==> config.mk <==
export PLATFORM = sky130hd
export DESIGN_NAME = onebus_adder
export DESIGN_NICKNAME = d
export VERILOG_FILES = /design/src/rtl/onebus_adder.sv
export SDC_FILE = /design/constraint.sdc
export NUM_CORES = 1
export LEC_CHECK = 0
export ABC_AREA = 0
export BUFFER_PORTS_ARGS = -buffer_cell sky130_fd_sc_hd__buf_2
export CORE_UTILIZATION = 45
export CTS_CLUSTER_DIAMETER = 100
export DETAILED_ROUTE_END_ITERATION = 7
export PLACE_DENSITY = 0.76
export SYNTH_ARGS = -nofsm -noshare
export SYNTH_HDL_FRONTEND = slang
export SYNTH_SLANG_ARGS = --single-unit
==> constraint.sdc <==
create_clock -name clk -period 4.6 [get_ports clk]
set_clock_uncertainty 0.15 [all_clocks]
set_input_delay 0.92 -clock clk [delete_from_list [all_inputs] [get_ports clk]]
set_output_delay 0.92 -clock clk [all_outputs]
set_load 0.02 [all_outputs]
==> src/rtl/onebus_adder.sv <==
module onebus_adder #(
  parameter int W    = 8,
  parameter int NREG = 4,
  localparam int IW  = $clog2(NREG)
) (
  input  logic          clk,
  input  logic          rst_n,
  input  logic          start,
  input  logic [IW-1:0] src_a,
  input  logic [IW-1:0] src_b,
  input  logic [IW-1:0] dst,
  input  logic          wr_en,
  input  logic [IW-1:0] wr_idx,
  input  logic [W-1:0]  wr_data,
  input  logic [IW-1:0] rd_idx,
  output logic [W-1:0]  rd_data,
  output logic [W-1:0]  bus,
  output logic          busy,
  output logic          done
);

  typedef enum logic [2:0] {IDLE, STEP1, STEP2, STEP3, FIN} step_t;

  step_t           state;
  logic [IW-1:0]   a_q, b_q, d_q;
  logic [W-1:0]    gpr [NREG];
  logic [W-1:0]    y_q, z_q;
  logic [W-1:0]    alu;
  logic [NREG-1:0] reg_out, reg_in;
  logic            z_out, ext_out;

  assign ext_out = (state == IDLE) && wr_en;
  assign z_out   = (state == STEP3);

  always_comb begin
    reg_out = '0;
    reg_in  = '0;
    if (state == STEP1) reg_out[a_q] = 1'b1;
    if (state == STEP2) reg_out[b_q] = 1'b1;
    if (state == STEP3) reg_in[d_q]  = 1'b1;
    if (ext_out)        reg_in[wr_idx] = 1'b1;
  end

  always_comb begin
    bus = (z_out ? z_q : '0) | (ext_out ? wr_data : '0);
    for (int i = 0; i < NREG; i++)
      bus = bus | (reg_out[i] ? gpr[i] : '0);
  end

  assign alu     = y_q + bus;
  assign rd_data = gpr[rd_idx];
  assign busy    = (state != IDLE);
  assign done    = (state == FIN);

  always_ff @(posedge clk or negedge rst_n) begin
    if (!rst_n) begin
      state <= IDLE;
      a_q   <= '0;
      b_q   <= '0;
      d_q   <= '0;
      y_q   <= '0;
      z_q   <= '0;
    end else begin
      case (state)
        IDLE:  if (start) begin
                 state <= STEP1;
                 a_q   <= src_a;
                 b_q   <= src_b;
                 d_q   <= dst;
               end
        STEP1: begin y_q <= bus; state <= STEP2; end
        STEP2: begin z_q <= alu; state <= STEP3; end
        STEP3: state <= FIN;
        default: state <= IDLE;
      endcase
    end
  end

  for (genvar g = 0; g < NREG; g++) begin : g_gpr
    always_ff @(posedge clk or negedge rst_n) begin
      if (!rst_n)         gpr[g] <= '0;
      else if (reg_in[g]) gpr[g] <= bus;
    end
  end

  assert_one_driver_R8: assert property (@(posedge clk) disable iff (!rst_n)
    $onehot0({reg_out, z_out, ext_out}));

  assert_idle_bus_zero_R8: assert property (@(posedge clk) disable iff (!rst_n)
    (reg_out == '0 && !z_out && !ext_out) |-> (bus == '0));

  assert_y_takes_bus_R3: assert property (@(posedge clk) disable iff (!rst_n)
    (state == STEP1) |=> (y_q == $past(bus)));

  assert_done_after_step3_R3: assert property (@(posedge clk) disable iff (!rst_n)
    (state == STEP3) |=> done);

  assert_done_single_R3: assert property (@(posedge clk) disable iff (!rst_n)
    done |=> !done);

  assert_no_restart_R6: assert property (@(posedge clk) disable iff (!rst_n)
    (state != IDLE) |=> (state != STEP1));

endmodule

==> results.sh <==
export IMPL_finalNonFillerCells=397
export IMPL_worstPathRequired_ps=4670
export IMPL_muxShareOfSynthArea_pct=15.9
export IMPL_rsz0062_at_grt="false"
export IMPL_drive_above_1_share_pct=33.1
export IMPL_worstMarginPinSlew_ps=1200
export IMPL_nets=346
export IMPL_ant_nets=0
export IMPL_cts_buffers=9
export IMPL_startpoint="state[2]$_DFFE_PN0P_"
export IMPL_synthCells=270
export IMPL_reg2regPathDepth=14
export IMPL_synth_nets=301
export IMPL_startpoint_type="flop"
export IMPL_synth_top_family_by_area="compound AO/OA/AOI/OAI gates"
export IMPL_coreArea_um2=6460
export IMPL_drv_slew=0
export IMPL_rr_endpoint="z_q[6]$_DFFE_PN0N_"
export IMPL_failed_checks="DRC"
export IMPL_mostFrequentLayoutCells="57 x dfrtp_1, 39 x buf_2, 29 x nor2_1"
export IMPL_p_seq_share_pct=30.2
export IMPL_cts_root_buf="clkbuf_8"
export IMPL_cp_slowest_cell="dfrtp_1"
export IMPL_critPathTopFamily="compound AO/OA/AOI/OAI gates"
export IMPL_port_buffers=39
export IMPL_critical_path_max_stage_delay_ps=690
export IMPL_routed_wl_mm=7.45
export IMPL_ys_flop_type="dfrtp_1"
export IMPL_crit_chain="nor3b_1, buf_4, nand2_1, o22ai_2, a222oi_1, nand2_1, ha_1, fa_1, a21o_1, a21oi_1, o21bai_1, a21oi_1, xor2_1, o21ai_0"
export IMPL_grt_usage_pct=22.5
export IMPL_synth_xor_area_share_pct=2.49
export IMPL_crit_cells=14
export IMPL_fillers=577
export IMPL_vias=2436
export IMPL_ys_types=46
export IMPL_path_clk_slew_ps=60
export IMPL_clk_insertion_delay_late_ps=340
export IMPL_synth_area_leaders="dfrtp_1 46%, mux2_2 9.5%, mux4_2 5.9%"
export IMPL_maxSlewHeadroom_pct=20.2
export IMPL_cts_sinks=57
export IMPL_clkPwrFrac_pct=13.8
export IMPL_synth_compound_area_share_pct=16.1
export IMPL_synth_warnings=0
export IMPL_die_width_um=84.6
export IMPL_tns_ps=0
export IMPL_grt_pass1_vias=2370
export IMPL_p_leak_nw=1.60
export IMPL_final_common_cell="dfrtp_1"
export IMPL_syn_area_per_cell_um2=11.4
export IMPL_wire_per_inst_um=18.8
export IMPL_grt_antenna_before_repair=0
export IMPL_synth_seq_cells=57
export IMPL_yosys_area_top_type_share_pct=46.5
export IMPL_crit_type="reg2reg"
export IMPL_hold_path_class="reg2reg"
export IMPL_dp_cells=381
export IMPL_overflow=0
export IMPL_p_sw_mw=1.45
export IMPL_start_util_pct=47.5
export IMPL_htreeDepth=3
export IMPL_post_route_drc_count=4
export IMPL_p_comb_share_pct=56.0
export IMPL_powerDensity_nw_per_um2=918
export IMPL_area_growth_syn_to_layout_pct=15.6
export IMPL_critPathBufInv=1
export IMPL_grt_start_max_net_pins=30
export IMPL_p_int_mw=1.81
export IMPL_worstSetupEndpoint="z_q[6]$_DFFE_PN0N_"
export IMPL_synth_top_area_cell="dfrtp_1"
export IMPL_die_h_um=84.6
export IMPL_post_cts_setup_buffers=0
export IMPL_cts_tree="built"
export IMPL_ir_drop_mv=0.423
export IMPL_reg2reg_slack_ps=660
export IMPL_io_pin_count=40
export IMPL_synth_edff_count=0
export IMPL_fin_crit_ps=3940
export IMPL_dieArea_um2=7150
export IMPL_rows=29
export IMPL_end_kind="flop"
export IMPL_clk_path_buf_depth=2
export IMPL_netlist_area_um2=3070
export IMPL_async_flop_share_pct=100
export IMPL_timing_final_crit_share_pct=85.5
export IMPL_post_cts_resized=0
export IMPL_status="finished with violations"
export IMPL_max_cap_violations=0
export IMPL_stdcell_area_um2=3550
export IMPL_diodes=0
export IMPL_viasPerCell=6.14
export IMPL_dpl_hpwl_mm=5.13
export IMPL_first_iter_violations=166
export IMPL_gp_congestion=0.887
export IMPL_path_max_fanout=16
export IMPL_r2r_start="state[2]$_DFFE_PN0P_"
export IMPL_grt_first_pass_wirelength_mm=12.0
export IMPL_postCtsHoldBufs=0
export IMPL_fmax_ghz=0.254
export IMPL_dpl_cell_area_um2=3350
export IMPL_switching_share_pct=44.5
export IMPL_setup_viol=0
export IMPL_hold_viol=0
export IMPL_synthAdderAreaFrac_pct=3.92
export IMPL_drt_pre_antenna_iters=7
export IMPL_p_total_mw=3.26
export IMPL_cp_arrival_ps=4000
export IMPL_synth_simple_gate_area_share_pct=11.7
export IMPL_synth_seq_area_share_pct=46.5
## through the flow
| stage | utilization [%] | hold slack (ps) | worst slack (ps) |
|---|---|---|---|
| finish | 54.9 | 333 | 665 |
| global route | 54.9 | 363 | 357 |
| CTS | 54.9 | 337 | 648 |
| detailed placement | 51.9 | 319 | 676 |
| global placement | 51.9 | 313 | 801 |
| floorplan | - | 296 | 948 |
## cells in the mapped netlist, types with 2 or more instances
master	count
a31oi_1	18
nand2_1	24
nor3b_1	2
o21bai_1	2
buf_2	2
and2_1	2
a22oi_1	7
nand2b_1	2
a222oi_1	7
a32oi_1	3
a21oi_1	9
clkbuf_1	6
nor2_1	29
o211ai_1	3
mux4_2	8
ha_1	8
inv_1	7
xor2_1	2
buf_6	3
o21ai_0	8
nand3_1	5
mux2_2	26
nor3_1	4
dfrtp_1	57
and3_1	2
xnor2_1	4
## layout make-up
type | count | area, um2 | share of cell area (%)
Inverter | 7 | 26.3 | 0.741
Tap cell | 77 | 96.3 | 2.72
Clock inverter | 2 | 10.0 | 0.282
Multi-Input combinational cell | 193 | 1550 | 43.7
Clock buffer | 14 | 183 | 5.15
Sequential cell | 57 | 1430 | 40.2
Timing Repair Buffer | 47 | 255 | 7.20
## worst register-to-register path, cell delays in order (launching register included)
cell	delay, ps
dfrtp_1	690
nor3b_1	120
buf_4	180
nand2_1	100
o22ai_2	180
a222oi_1	600
nand2_1	220
ha_1	270
fa_1	400
a21o_1	180
a21oi_1	210
o21bai_1	100
a21oi_1	180
xor2_1	150
o21ai_0	80
## kinds of logic (layout without fill, tap and decap cells)
family | count (synthesis) | count (layout)
flip-flops | 57 | 57
adder cells (fa/ha/maj) | 9 | 9
buffers and inverters | 20 | 70
AND/OR/NAND/NOR | 76 | 76
XOR/XNOR | 7 | 7
AO/OA/AOI/OAI | 66 | 66
multiplexers | 35 | 35
## metal layers
metal	vias to the layer above	part of all wire, %	track usage (%)
li1	1110	-	-
met1	1214	42	28.8
met2	95	49	35.6
met3	17	7.5	7.37
met4	0	1.7	8.63
met5	-	0	0
## power by group through the flow
stage / Sequential (mW) / Combinational, mW / Clock [mW]
after global routing: 1.02 / 2.00 / 0.479
after floorplan: 0.887 / 1.44 / 0
final: 0.982 / 1.82 / 0.450
after detailed placement: 0.985 / 1.82 / 0
after CTS: 0.978 / 1.83 / 0.458
after global placement: 0.971 / 1.77 / 0
## flip-flops by register name (all words and copies together), names as in the netlist
signal / flops
gpr: 32
y_q: 8
z_q: 8
state: 3
a_q: 2
b_q: 2
d_q: 2
## worst min path at each step
stage	startpoint	end	slack (ps)	cells after the start
2_1_floorplan	z_q[0]$_DFFE_PN0N_	z_q[0]$_DFFE_PN0N_	300	2
3_3_place_gp	z_q[3]$_DFFE_PN0N_	z_q[3]$_DFFE_PN0N_	310	2
5_1_grt	z_q[0]$_DFFE_PN0N_	z_q[0]$_DFFE_PN0N_	360	2
6_report	z_q[3]$_DFFE_PN0N_	z_q[3]$_DFFE_PN0N_	330	2
3_5_place_dp	z_q[0]$_DFFE_PN0N_	z_q[0]$_DFFE_PN0N_	320	2
4_1_cts	z_q[3]$_DFFE_PN0N_	z_q[3]$_DFFE_PN0N_	340	2
No activity file was read; power rests on OpenSTA's default activity.
